===== src/rtl/usb_ep_pkg.sv =====
package usb_ep_pkg;
  localparam int REG_W      = 32;
  localparam int RX_STALL_B = 0;
  localparam int RX_KIND_LO = 2;
  localparam int RX_INH_B   = 5;
  localparam int RX_RSYNC_B = 6;
  localparam int RX_EN_B    = 7;
  localparam int TX_STALL_B = 16;
  localparam int TX_KIND_LO = 18;
  localparam int TX_EN_B    = 23;

  typedef enum logic [1:0] {
    EP_CTRL = 2'd0,
    EP_ISO  = 2'd1,
    EP_BULK = 2'd2,
    EP_INTR = 2'd3
  } ep_kind_e;

  typedef enum logic [1:0] {
    HS_NONE  = 2'd0,
    HS_ACK   = 2'd1,
    HS_NAK   = 2'd2,
    HS_STALL = 2'd3
  } hs_e;
endpackage


===== src/rtl/usb_ep_cfg.sv =====
module usb_ep_cfg
  import usb_ep_pkg::*;
(
  input  logic             clk,
  input  logic             rst_n,
  input  logic             wr_en,
  input  logic [REG_W-1:0] wdata,
  input  logic             setup_stb,
  output logic [REG_W-1:0] rdata,
  output logic             rx_en,
  output ep_kind_e         rx_kind,
  output logic             rx_stall,
  output logic             rx_inh,
  output logic             rsync_pulse,
  output logic             tx_en,
  output ep_kind_e         tx_kind,
  output logic             tx_stall
);
  logic     rx_en_q, rx_en_d, rx_inh_q, rx_inh_d;
  logic     rx_stall_q, rx_stall_d, tx_stall_q, tx_stall_d;
  logic     tx_en_q, tx_en_d;
  ep_kind_e rx_kind_q, rx_kind_d, tx_kind_q, tx_kind_d;

  always_comb begin
    rx_en_d    = rx_en_q;
    rx_inh_d   = rx_inh_q;
    rx_kind_d  = rx_kind_q;
    rx_stall_d = rx_stall_q;
    tx_en_d    = tx_en_q;
    tx_kind_d  = tx_kind_q;
    tx_stall_d = tx_stall_q;
    if (wr_en) begin
      rx_en_d    = wdata[RX_EN_B];
      rx_inh_d   = wdata[RX_INH_B];
      rx_kind_d  = ep_kind_e'(wdata[RX_KIND_LO +: 2]);
      rx_stall_d = wdata[RX_STALL_B];
      tx_en_d    = wdata[TX_EN_B];
      tx_kind_d  = ep_kind_e'(wdata[TX_KIND_LO +: 2]);
      tx_stall_d = wdata[TX_STALL_B];
    end else if (setup_stb) begin
      rx_stall_d = (rx_kind_q != EP_CTRL);
      tx_stall_d = (tx_kind_q != EP_CTRL);
    end
  end

  always_ff @(posedge clk or negedge rst_n) begin
    if (!rst_n) begin
      rx_en_q    <= 1'b0;
      rx_inh_q   <= 1'b0;
      rx_kind_q  <= EP_CTRL;
      rx_stall_q <= 1'b0;
      tx_en_q    <= 1'b0;
      tx_kind_q  <= EP_CTRL;
      tx_stall_q <= 1'b0;
    end else begin
      rx_en_q    <= rx_en_d;
      rx_inh_q   <= rx_inh_d;
      rx_kind_q  <= rx_kind_d;
      rx_stall_q <= rx_stall_d;
      tx_en_q    <= tx_en_d;
      tx_kind_q  <= tx_kind_d;
      tx_stall_q <= tx_stall_d;
    end
  end

  always_comb begin
    rdata                   = '0;
    rdata[RX_STALL_B]       = rx_stall_q;
    rdata[RX_KIND_LO +: 2]  = rx_kind_q;
    rdata[RX_INH_B]         = rx_inh_q;
    rdata[RX_EN_B]          = rx_en_q;
    rdata[TX_STALL_B]       = tx_stall_q;
    rdata[TX_KIND_LO +: 2]  = tx_kind_q;
    rdata[TX_EN_B]          = tx_en_q;
  end

  assign rsync_pulse = wr_en & wdata[RX_RSYNC_B];
  assign rx_en    = rx_en_q;
  assign rx_kind  = rx_kind_q;
  assign rx_stall = rx_stall_q;
  assign rx_inh   = rx_inh_q;
  assign tx_en    = tx_en_q;
  assign tx_kind  = tx_kind_q;
  assign tx_stall = tx_stall_q;

  logic unused_wbits;
  assign unused_wbits = ^{wdata[REG_W-1:TX_EN_B+1], wdata[TX_EN_B-1:TX_KIND_LO+2],
                          wdata[TX_STALL_B+1], wdata[TX_STALL_B-1:RX_EN_B+1],
                          wdata[RX_KIND_LO+2], wdata[RX_STALL_B+1]};

  AST_SETUP_SETS_RX_STALL: assert property (@(posedge clk) disable iff (!rst_n)
    (setup_stb && !wr_en && rx_kind_q != EP_CTRL) |=> rx_stall_q);
  AST_SETUP_CLEARS_TX_STALL: assert property (@(posedge clk) disable iff (!rst_n)
    (setup_stb && !wr_en && tx_kind_q == EP_CTRL) |=> !tx_stall_q);
  AST_WRITE_BEATS_SETUP: assert property (@(posedge clk) disable iff (!rst_n)
    wr_en |=> (rx_stall_q == $past(wdata[RX_STALL_B])) && (tx_stall_q == $past(wdata[TX_STALL_B])));
  AST_STALL_HOLDS: assert property (@(posedge clk) disable iff (!rst_n)
    (!wr_en && !setup_stb) |=> $stable(rx_stall_q) && $stable(tx_stall_q));
  AST_RESERVED_ZERO: assert property (@(posedge clk) disable iff (!rst_n)
    (rdata[RX_RSYNC_B] == 1'b0) && (rdata[15:8] == 8'h00) && (rdata[REG_W-1:24] == '0));
endmodule


===== src/rtl/usb_ep_rx_seq.sv =====
module usb_ep_rx_seq
  import usb_ep_pkg::*;
(
  input  logic     clk,
  input  logic     rst_n,
  input  logic     rx_en,
  input  ep_kind_e rx_kind,
  input  logic     rx_stall,
  input  logic     rx_inh,
  input  logic     rsync_pulse,
  input  logic     pkt_valid,
  input  logic     pkt_data1,
  input  logic     pkt_crc_ok,
  input  logic     buf_rdy,
  output hs_e      hs_code,
  output logic     pay_accept
);
  logic exp_d1_q, exp_d1_d;
  hs_e  hs_q, hs_d;
  logic acc_q, acc_d;
  logic pkt_live;

  assign pkt_live = pkt_valid && rx_en && pkt_crc_ok;

  always_comb begin
    hs_d     = HS_NONE;
    acc_d    = 1'b0;
    exp_d1_d = exp_d1_q;
    if (pkt_live) begin
      if (rx_stall) begin
        hs_d = HS_STALL;
      end else if (rx_kind == EP_ISO) begin
        acc_d = buf_rdy;
      end else if (!buf_rdy) begin
        hs_d = HS_NAK;
      end else begin
        hs_d = HS_ACK;
        if (rx_inh) begin
          acc_d = 1'b1;
        end else if (pkt_data1 == exp_d1_q) begin
          acc_d    = 1'b1;
          exp_d1_d = ~exp_d1_q;
        end
      end
    end
    if (rsync_pulse) exp_d1_d = 1'b0;
  end

  always_ff @(posedge clk or negedge rst_n) begin
    if (!rst_n) begin
      exp_d1_q <= 1'b0;
      hs_q     <= HS_NONE;
      acc_q    <= 1'b0;
    end else begin
      exp_d1_q <= exp_d1_d;
      hs_q     <= hs_d;
      acc_q    <= acc_d;
    end
  end

  assign hs_code    = hs_q;
  assign pay_accept = acc_q;

  AST_DISABLED_SILENT: assert property (@(posedge clk) disable iff (!rst_n)
    (pkt_valid && !rx_en) |=> (hs_q == HS_NONE) && !acc_q);
  AST_BADCRC_SILENT: assert property (@(posedge clk) disable iff (!rst_n)
    (pkt_valid && !pkt_crc_ok) |=> (hs_q == HS_NONE) && !acc_q);
  AST_STALL_ANSWER: assert property (@(posedge clk) disable iff (!rst_n)
    (pkt_live && rx_stall) |=> (hs_q == HS_STALL) && !acc_q);
  AST_IDLE_QUIET: assert property (@(posedge clk) disable iff (!rst_n)
    !pkt_valid |=> (hs_q == HS_NONE) && !acc_q);
  AST_EXPECT_HOLD: assert property (@(posedge clk) disable iff (!rst_n)
    (!pkt_valid && !rsync_pulse) |=> $stable(exp_d1_q));
  AST_RSYNC_DATA0: assert property (@(posedge clk) disable iff (!rst_n)
    rsync_pulse |=> !exp_d1_q);
endmodule


===== src/rtl/usb_ep_ctl.sv =====
module usb_ep_ctl
  import usb_ep_pkg::*;
(
  input  logic             clk,
  input  logic             rst_n,
  input  logic             reg_wr,
  input  logic [REG_W-1:0] reg_wdata,
  output logic [REG_W-1:0] reg_rdata,
  input  logic             setup_stb,
  input  logic             pkt_valid,
  input  logic             pkt_data1,
  input  logic             pkt_crc_ok,
  input  logic             buf_rdy,
  output logic [1:0]       hs_code,
  output logic             pay_accept,
  output logic             rx_stalled,
  output logic             tx_stalled,
  output logic             tx_enabled
);
  logic [1:0] rst_sync_q;
  logic       rst_core_n;

  always_ff @(posedge clk or negedge rst_n) begin
    if (!rst_n) rst_sync_q <= 2'b00;
    else        rst_sync_q <= {rst_sync_q[0], 1'b1};
  end
  assign rst_core_n = rst_sync_q[1];

  logic     rx_en, rx_stall, rx_inh, rsync_pulse, tx_en, tx_stall;
  ep_kind_e rx_kind, tx_kind;
  hs_e      hs_int;

  usb_ep_cfg u_cfg (
    .clk        (clk),
    .rst_n      (rst_core_n),
    .wr_en      (reg_wr),
    .wdata      (reg_wdata),
    .setup_stb  (setup_stb),
    .rdata      (reg_rdata),
    .rx_en      (rx_en),
    .rx_kind    (rx_kind),
    .rx_stall   (rx_stall),
    .rx_inh     (rx_inh),
    .rsync_pulse(rsync_pulse),
    .tx_en      (tx_en),
    .tx_kind    (tx_kind),
    .tx_stall   (tx_stall)
  );

  usb_ep_rx_seq u_rx (
    .clk        (clk),
    .rst_n      (rst_core_n),
    .rx_en      (rx_en),
    .rx_kind    (rx_kind),
    .rx_stall   (rx_stall),
    .rx_inh     (rx_inh),
    .rsync_pulse(rsync_pulse),
    .pkt_valid  (pkt_valid),
    .pkt_data1  (pkt_data1),
    .pkt_crc_ok (pkt_crc_ok),
    .buf_rdy    (buf_rdy),
    .hs_code    (hs_int),
    .pay_accept (pay_accept)
  );

  logic unused_kind;
  assign unused_kind = ^tx_kind;

  assign hs_code    = hs_int;
  assign rx_stalled = rx_stall;
  assign tx_stalled = tx_stall;
  assign tx_enabled = tx_en;
endmodule


===== config.mk =====
export PLATFORM = sky130hd
export DESIGN_NAME = usb_ep_ctl
export DESIGN_NICKNAME = d
export VERILOG_FILES = /design/src/rtl/usb_ep_pkg.sv /design/src/rtl/usb_ep_cfg.sv /design/src/rtl/usb_ep_rx_seq.sv /design/src/rtl/usb_ep_ctl.sv
export SDC_FILE = /design/constraint.sdc
export NUM_CORES = 1
export LEC_CHECK = 0
export ABC_AREA = 1
export BUFFER_PORTS_ARGS = -buffer_cell sky130_fd_sc_hd__clkbuf_2
export CAP_MARGIN = 0
export CORE_ASPECT_RATIO = 2
export CORE_UTILIZATION = 30
export CTS_BUF_LIST = sky130_fd_sc_hd__clkbuf_8
export DETAILED_ROUTE_END_ITERATION = 6
export GPL_ROUTABILITY_DRIVEN = 0
export PLACE_DENSITY = 0.66
export SYNTH_ARGS = -nofsm -noshare
export SYNTH_HDL_FRONTEND = slang
export SYNTH_HIERARCHICAL = 1
export SYNTH_SLANG_ARGS = --single-unit

===== constraint.sdc =====
create_clock -name clk -period 0.9 [get_ports clk]
set_input_delay 0.18 -clock clk [delete_from_list [all_inputs] [get_ports clk]]
set_output_delay 0.18 -clock clk [all_outputs]
set_load 0.05 [all_outputs]

# Word-level counts from Yosys, hierarchy flattened
# Cells that the tools add are included.
# totals
word_cells	48
register_bits	15
# op_classes
n_bitwise	2
eq_ne	5
mux	21
n_reduce_logical	9
# op_table
op	n
1-bit two-way mux	17
2-bit nonzero test	6
2-bit two-way mux	4
2-bit inequality test (second input constant)	3
6-bit AND reduction	1
2-bit by 1-bit == test with 1-bit output (second input constant)	1
1-bit logical AND	2
1-bit bitwise AND	1
1-bit == test	1
1-bit NOT	1

# Depth between registers and ports, before layout
# Gate-level depths: netlist (run 1).
# logic_depth
depth_word	8
depth_mapped	8
depth_no_buf	7

# Cells and area by module
# The synthesis (run 1) kept the hierarchy.
# modules_own_cells
mod	n_inst	area_per_inst_um2	cells_per_inst
usb_ep_cfg	1	623.1	81
usb_ep_rx_seq	1	221.5	30
usb_ep_ctl	1	53.8	3

# Least setup slack after synthesis (run 1)
# OpenSTA, ideal clock, no wires.
# synth_path
path_kind	register to register
from	reg u_cfg.rx_kind_q[1] (netlist: u_cfg/rx_kind[1])
to	reg u_rx.exp_d1_q
stages_incl_launch_ff	9
slack_ns	-0.447
setup_ns	0.119
t_arrival_ns	1.228
path_buffers	1
synth_period_minus_slack_ns	1.347
cell_sequence	dfrtp_1 -> buf_4 -> inv_1 -> nand2_1 -> nand2_1 -> nor2_4 -> nand3_1 -> nand2_1 -> nor2_1
# synth_between
elab_chain_len	3
# synth_lines
item	line_no	rtl
from (decl)	usb_ep_cfg.sv:22	ep_kind_e rx_kind_q, rx_kind_d, tx_kind_q, tx_kind_d;
from (signal assigned)	usb_ep_cfg.sv:58	rx_kind_q <= rx_kind_d;
2-bit by 1-bit == test with 1-bit output	usb_ep_rx_seq.sv:32	end else if (rx_kind == EP_ISO) begin
2-bit inequality test (no source line)	n/a	
6-bit AND reduction (no source line)	n/a	
to (signal assigned)	usb_ep_rx_seq.sv:55	exp_d1_q <= exp_d1_d;
to (decl)	usb_ep_rx_seq.sv:18	logic exp_d1_q, exp_d1_d;
# No other way between the ends.
# A chain may end at the register's enable or synchronous reset.

# Worst setup path in the final report (run 1)
# layout_path
from	reg u_cfg.rx_stall_q (netlist: u_cfg/rx_stall)
to	out rx_stalled
# layout_lines
item	line_no	rtl
from (decl)	usb_ep_cfg.sv:20	logic rx_stall_q, rx_stall_d, tx_stall_q, tx_stall_d;
from (signal assigned)	usb_ep_cfg.sv:59	rx_stall_q <= rx_stall_d;
to (decl)	usb_ep_ctl.sv:16	output logic rx_stalled,
# No word-level cell between the ends.

==> impl_metrics.ini, run 1 <==
[outcome]
outcome = finished, violations left
violations = setup timing

[sta]
skew_ns = 0.004056
setup_ws_ns = -0.1569
hold_viol_final = 0
clock.fmax_ghz = 0.9462
finalMaxSlewViolations = 0
setup_violations = 19
min_period_over_period_pct = 117.4
period_needed_ns = 1.057
finalSetupTns_ns = -1.849
rsz0062_at_grt = yes

[worst_setup_path]
path_delay_family = flip-flops
cp_num_buf_inv = 1
end_kind = primary output
cp.required_ns = 0.72
cp-start-kind = flop
cp.arrival_ns = 0.88
cp_slowest_cell = dfrtp_2
r2r_cells = 5
crit_cells = 1
path_max_fanout = 5
path_class = reg2out
slowest_delay_ns = 0.46
crit_chain = buf_8

[global_routing]
grt_start_max_net_pins = 10
antenna_found_initial = 0
grt_pass1_vias = 690
overflow = 0
grt_pass1_wl_mm = 2.622
track_usage_pct = 11.81

[pwr]
max-vdd-ir-drop_mv = 0.7551
p_per_area_nw_per_um2 = 1724
p_leak_nw = 0.7139

[place]
hpwl_mm = 1.396
io_buffers = 32
dp.cells = 175

[cts]
h-tree-depth = 1
cts-root-buf = clkbuf_8
numCtsBuffers = 3
cts_tree = done
numClockSinks = 15
clock_latency_ns = 0.24
cts.clk_slew.worst_paths_ns = 0.06
clock_path_buffers = 2

[cells_and_area]
finalNonFillerCells = 181
layout-drive-gt1-share_pct = 46.05
area_delta_synth_final_pct = 43.48
fin_nets = 193
diodes = 0
final.fill_count = 267
final_util_pct = 45.75

[routing]
post_drt_wl_per_cell_um = 9.564
drt_iter0_drc = 11
drt.antenna.violating_nets = 0
routed_wirelength_mm = 1.731
drc = 0
drt-pass1-iter-count = 4
vias_per_cell = 3.945
num_vias = 714

[synthesis]
syn_area_per_cell_um2 = 7.887
yosysWarnings = 6
syn_inst = 112
synth_area_um2 = 883.3

[hold_path]
hp-class = in2reg
holdPathStages = 3

[floorplan]
die_h_um = 78.74
start_util_pct = 31.89
io_pins = 78
die_area_um2 = 3179
row_count = 27
die_x_um = 40.37
coreArea_um2 = 2770

[job]
cap_violations = 0
==> path summary, 6_finish.rpt <==
check / start / slack, ns / to
setup / recovery: u_cfg/rx_stall$_DFFE_PN0P_ / -0.16 / rx_stalled
hold / removal: reg_wdata[7] / 0.14 / u_cfg/rx_en$_DFFE_PN0P_
setup reg to reg: u_cfg/rx_en$_DFFE_PN0P_ / -0.10 / u_rx/exp_d1_q$_DFFE_PN0P_
hold reg to reg: rst_sync_q[1]$_DFF_PN0_ / 0.15 / u_cfg/rx_inh$_DFFE_PN0P_
max in group asynchronous: rst_n / 0.55 / rst_sync_q[1]$_DFF_PN0_
min in group asynchronous: rst_sync_q[1]$_DFF_PN0_ / 0.15 / u_cfg/rx_inh$_DFFE_PN0P_
==> power by group <==
part           internal [mW]  switching (mW)  total, mW
clock network          0.306           0.234      0.540
logic                  0.277           0.572      0.849
registers              0.730          0.0652      0.796
total                   1.31           0.872       2.18
==> state kept, by name (all words and copies together) (netlist names) <==
signal and cells:
u_cfg/rx_en 1, u_cfg/rx_inh 1, u_cfg/tx_en 1, rst_sync_q 2
u_cfg/rx_kind 2, u_cfg/tx_stall 1, u_cfg/rx_stall 1, u_rx/hs_code 2
u_rx/pay_accept 1, u_rx/exp_d1_q 1, u_cfg/tx_kind 2
==> layer usage <==
layer | up-vias | wire (µm) | GRT usage [%]
met5 | - | 0 | 0
met4 | 0 | 11 | 5.000
met3 | 2 | 126 | 2.793
met2 | 38 | 1014 | 22.70
met1 | 316 | 578 | 9.929
li1 | 358 | - | -
==> per-stage QoR <==
step	cell area [µm²]	setup WS [ns]	power, mW	hold WS [ns]
2_1_floorplan	1002	-0.2347	1.462	-0.1156
6_report	1267	-0.1569	2.185	0.1396
3_5_place_dp	1022	-0.06678	1.483	-0.02941
4_1_cts	1235	-0.1665	2.151	0.1384
5_1_grt	1267	-0.1790	2.305	0.1431
3_3_place_gp	1022	-0.04661	1.477	-0.02954
==> repair_timing <==
item,in CTS,in global routing
endpoints found under the setup margin,19,20
pin swaps,2,1
gates resized for setup,35,19
cloned,0,0
hold buffers,1,0
setup buffers,1,0
hold endpoints to repair,2,0
==> cell usage in the layout (no fill, tap or decap) <==
master          n
nand2_1        30
conb_1         24
clkbuf_2       17
buf_8          15
buf_4          11
dfrtp_1         8
nor2_1          8
inv_1           7
nand2_2         7
dfrtp_2         7
clkbuf_8        3
a21oi_1         3
inv_2           2
a21oi_2         2
clkinv_2        1
dlygate4sd3_1   1
nand2_4         1
nand3_2         1
nor2_2          1
nor2_4          1
nand3_1         1
buf_6           1
==> area by class of cell <==
cell class                      count  area (µm²)  area share [%]
Sequential cell                    15       384.1           30.31
Multi-Input combinational cell     79       352.8           27.84
Inverter                            9       33.78           2.665
Tap cell                           29       36.28           2.863
Clock buffer                        3       41.29           3.258
Clock inverter                      1       5.005          0.3949
Timing Repair Buffer               45       414.1           32.68
No activity file was read; power rests on OpenSTA's default activity.
==> run 2: changes to the inputs <==
- CORE_ASPECT_RATIO: 2 -> 1.5
==> impl_metrics.ini, run 2 (synthesized netlist as in run 1, its figures left out) <==
[outcome]
outcome = finished, violations left
violations = setup timing

[sta]
min_period_over_period_pct = 114.8
hold_viol_final = 0
skew_ns = 0.002817
finalMaxSlewViolations = 0
setup_ws_ns = -0.1335
rsz0062_at_grt = yes
finalSetupTns_ns = -1.667
clock.fmax_ghz = 0.9676
setup_violations = 17
period_needed_ns = 1.034

[worst_setup_path]
end_kind = primary output
cp_num_buf_inv = 1
cp-start-kind = flop
r2r-end = u_rx/exp_d1_q$_DFFE_PN0P_
path_class = reg2out
r2r_cells = 6
cp_slowest_cell = dfrtp_2
cp.arrival_ns = 0.85
r2r-start = u_cfg/rx_inh$_DFFE_PN0P_
cp.required_ns = 0.72
path_delay_family = flip-flops
crit_chain = buf_8
timing.reg2reg.setup_slack_ns = -0.08
path_max_fanout = 4
slowest_delay_ns = 0.45

[pwr]
p_leak_nw = 0.7074
p_per_area_nw_per_um2 = 1711
seqPwrFrac_pct = 36.8
p_int_mw = 1.310
power_frac_comb_pct = 39.2
switching_share_pct = 39.60
max-vdd-ir-drop_mv = 0.8400
power.share.clock_pct = 24.0
p_sw_mw = 0.8590

[cts]
cts.clk_slew.worst_paths_ns = 0.06
numCtsBuffers = 3
cts-root-buf = clkbuf_8
numClockSinks = 15
clock_latency_ns = 0.24
h-tree-depth = 1
clock_path_buffers = 2
cts_tree = done

[global_routing]
grt_pass1_vias = 715
grt_pass1_wl_mm = 2.829
antenna_found_initial = 0
overflow = 0
grt_start_max_net_pins = 9
track_usage_pct = 12.23

[floorplan]
die_h_um = 68.46
start_util_pct = 32.31
die_x_um = 46.31
coreArea_um2 = 2734
row_count = 23
io_pins = 78
die_area_um2 = 3170

[cells_and_area]
diodes = 0
multi_input_area_um2 = 350.3
area_delta_synth_final_pct = 43.48
layout-drive-gt1-share_pct = 45.03
mostFrequentLayoutCells = nand2_1 (33), conb_1 (24), clkbuf_2 (17), buf_8 (15), buf_4 (10)
fin_nets = 192
stdcell_area_um2 = 1267
layout_commonest_cell = nand2_1
seqCellArea_um2 = 385.4
final.fill_count = 290

[routing]
drc = 0
routed_wirelength_mm = 1.768
drt_iter0_drc = 10
vias_per_cell = 3.745
drt.antenna.violating_nets = 0
drt-pass1-iter-count = 3
num_vias = 704
post_drt_wl_per_cell_um = 9.404

[hold_path]
holdPathStages = 3
hp-class = in2reg
whs_endpoint = u_cfg/rx_kind[1]$_DFFE_PN0P_
min-delay-start = reg_wdata[3]

[job]
cap_violations = 0

[place]
io_buffers = 32
postPlaceCellArea_um2 = 1010
hpwl_mm = 1.354
[run 2: cell count changes in the layout (fill, tap and decap cells not counted), sizes merged]
| cell | change |
|---|---|
| inv | +1 |
| buf | -1 |
| clkinv | -1 |
[run 2: worst max-delay path by stage]
stage	to	from	cells after the start
6_report	reg_rdata[0]	u_cfg/rx_stall$_DFFE_PN0P_	1
3_3_place_gp	u_rx/exp_d1_q$_DFFE_PN0P_	u_cfg/rx_inh$_DFFE_PN0P_	6
3_5_place_dp	u_rx/exp_d1_q$_DFFE_PN0P_	u_cfg/rx_inh$_DFFE_PN0P_	6
2_1_floorplan	u_rx/exp_d1_q$_DFFE_PN0P_	u_cfg/rx_kind[1]$_DFFE_PN0P_	8
4_1_cts	reg_rdata[2]	u_cfg/rx_kind[0]$_DFFE_PN0P_	1
5_1_grt	reg_rdata[2]	u_cfg/rx_kind[0]$_DFFE_PN0P_	1
[run 2: layout make-up]
class	instances	area share [%]
Sequential cell	15	30.40
Timing Repair Buffer	44	32.08
Tap cell	37	3.653
Inverter	9	2.665
Clock buffer	3	3.258
Clock inverter	1	0.2961
Multi-Input combinational cell	79	27.64
[run 2: tightest hold or removal path, delay by kind of cell]
family	cells	cell delay, ns
simple gates	2	0.09
buf+inv	1	0.08
[run 2: metal layers]
| metal | vias to the layer above | wire, µm | GRT usage [%] |
|---|---|---|---|
| li1 | 355 | - | - |
| met1 | 313 | 618 | 12.25 |
| met2 | 36 | 1045 | 23.44 |
| met3 | 0 | 104 | 2.375 |
| met4 | 0 | 0 | 4.412 |
| met5 | - | 0 | 0 |
[run 2: through the flow]
| step | util, % | hold slack [ns] | power, mW | setup WS [ns] | std cells |
|---|---|---|---|---|---|
| 6_report | 46.36 | 0.1448 | 2.169 | -0.1335 | 188 |
| 5_1_grt | 46.36 | 0.1331 | 2.287 | -0.1652 | 188 |
| 4_1_cts | 44.81 | 0.1388 | 2.128 | -0.1487 | 187 |
| 3_5_place_dp | 36.93 | -0.03023 | 1.472 | -0.06992 | 180 |
| 3_3_place_gp | 36.93 | -0.03260 | 1.460 | -0.05474 | 180 |
| 2_1_floorplan | - | -0.1156 | 1.462 | -0.2347 | 134 |
[run 2: power by group through the flow]
| stage | Sequential [mW] | Clock (mW) | Combinational (mW) |
|---|---|---|---|
| floorplan | 0.918 | 0 | 0.544 |
| global placement | 0.783 | 0 | 0.677 |
| detailed placement | 0.788 | 0 | 0.684 |
| CTS | 0.782 | 0.537 | 0.809 |
| global route | 0.806 | 0.582 | 0.900 |
| finish | 0.798 | 0.520 | 0.851 |
[run 2: what timing repair did]
action                                 in CTS  in global routing
setup buffers                               2                  1
resized for setup                          33                 21
pin swaps                                   3                  1
setup endpoints to repair                  17                 18
endpoints found under the hold margin       2                  0
hold buffers                                1                  0
==> run 3: changes to the inputs <==
- RECOVER_POWER: default -> 100
==> impl_metrics.ini, run 3 (synthesized netlist as in run 1, its figures left out) <==
[worst_setup_path]
cp.required_ns = 0.72
slowest_delay_ns = 0.45
crit_chain = buf_8
path_max_fanout = 4
timing.reg2reg.setup_slack_ns = -0.08
cp_slowest_cell = dfrtp_2
cp-start-kind = flop
crit_start = u_cfg/rx_stall$_DFFE_PN0P_
cp_num_buf_inv = 1
r2r-start = u_cfg/rx_inh$_DFFE_PN0P_
end_kind = primary output
path_class = reg2out
cp.arrival_ns = 0.85
path_delay_family = flip-flops

[sta]
setup_ws_ns = -0.1336
skew_ns = 0.002811
hold_viol_final = 0
clock.fmax_ghz = 0.9675
finalSetupTns_ns = -1.665
min_period_over_period_pct = 114.8
setup_violations = 17
rsz0062_at_grt = yes
period_needed_ns = 1.034
finalMaxSlewViolations = 0

[cells_and_area]
diodes = 0
seqCellArea_um2 = 385.4
fin_nets = 192
mostFrequentLayoutCells = nand2_1 (33), conb_1 (24), clkbuf_2 (16), buf_8 (15)
final.fill_count = 289
layout-drive-gt1-share_pct = 43.05
final_util_pct = 46.04
multi_input_area_um2 = 350.3
area_delta_synth_final_pct = 42.49
layout_commonest_cell = nand2_1
stdcell_area_um2 = 1259

[cts]
clock_latency_ns = 0.24
cts_tree = done
h-tree-depth = 1
numClockSinks = 15
cts-root-buf = clkbuf_8
cts.clk_slew.worst_paths_ns = 0.06
numCtsBuffers = 3
clock_path_buffers = 2

[routing]
drt.antenna.violating_nets = 0
drt-pass1-iter-count = 3
drt_iter0_drc = 10
vias_per_cell = 3.750
num_vias = 705
post_drt_wl_per_cell_um = 9.436
routed_wirelength_mm = 1.774
drc = 0

[pwr]
p_per_area_nw_per_um2 = 1719
p_leak_nw = 0.6969
max-vdd-ir-drop_mv = 0.8661

[global_routing]
overflow = 0
antenna_found_initial = 0
grt_pass1_wl_mm = 2.829
grt_pass1_vias = 715
track_usage_pct = 12.23
grt_start_max_net_pins = 9

[floorplan]
die_area_um2 = 3170
start_util_pct = 32.31
die_x_um = 46.31
die_h_um = 68.46
io_pins = 78
row_count = 23
coreArea_um2 = 2734

[job]
cap_violations = 0

[outcome]
violations = setup timing
outcome = finished, violations left

[hold_path]
hp-class = in2reg
min-delay-start = reg_wdata[3]

[place]
hpwl_mm = 1.354
postPlaceCellArea_um2 = 1010
pre_cts_ws_ns = -0.06992
io_buffers = 32
## run 3: cell count changes in the layout (fill, tap and decap cells not counted)
cell,previous run,this run
clkbuf_4,0,1
clkbuf_1,0,3
buf_4,10,7
clkbuf_2,17,16
## run 3: routing by layer
metal,part of all wire [%],up-vias,global-route usage [%]
met5,0,-,0
met4,0,0,4.412
met3,5.9,0,2.375
met2,59,36,23.44
met1,35,314,12.25
li1,-,355,-
## run 3: final timing paths
path	end	depth (start not counted)
worst max-delay path	reg_rdata[0]	1
worst min-delay path	u_cfg/rx_kind[1]$_DFFE_PN0P_	3
worst max register to register	u_rx/exp_d1_q$_DFFE_PN0P_	6
worst min register to register	u_cfg/rx_en$_DFFE_PN0P_	1
min in group asynchronous	u_cfg/rx_en$_DFFE_PN0P_	1
max in group asynchronous	u_cfg/tx_kind[1]$_DFFE_PN0P_	1
## run 3: cell type report
| class | count | area share [%] |
|---|---|---|
| tap | 37 | 3.678 |
| multi-input combinational | 79 | 27.83 |
| sequential | 15 | 30.62 |
| clock inverter | 1 | 0.2982 |
| clock buffer | 3 | 3.280 |
| timing repair buffer | 44 | 31.61 |
| inverter | 9 | 2.684 |
## run 3: power breakdown
| part | leakage (nW) | internal, mW | switching, mW |
|---|---|---|---|
| Clock | 0.0269 | 0.301 | 0.219 |
| Sequential | 0.178 | 0.732 | 0.0662 |
| Combinational | 0.492 | 0.273 | 0.574 |
| Total | 0.697 | 1.31 | 0.859 |
## run 3: repair_timing
item                       in CTS  in global routing
pin swaps                       3                  1
setup endpoints to repair      17                 18
hold endpoints to repair        2                  0
setup buffers                   2                  1
gates resized for setup        33                 21
hold buffers                    1                  0
gates cloned                    0                  0
## run 3: metrics by stage
stage | power [mW] | instances | hold WS [ns]
6_report | 2.164 | 188 | 0.1448
5_1_grt | 2.282 | 188 | 0.1331
4_1_cts | 2.128 | 187 | 0.1388
3_5_place_dp | 1.472 | 180 | -0.03023
3_3_place_gp | 1.460 | 180 | -0.03260
2_1_floorplan | 1.462 | 134 | -0.1156
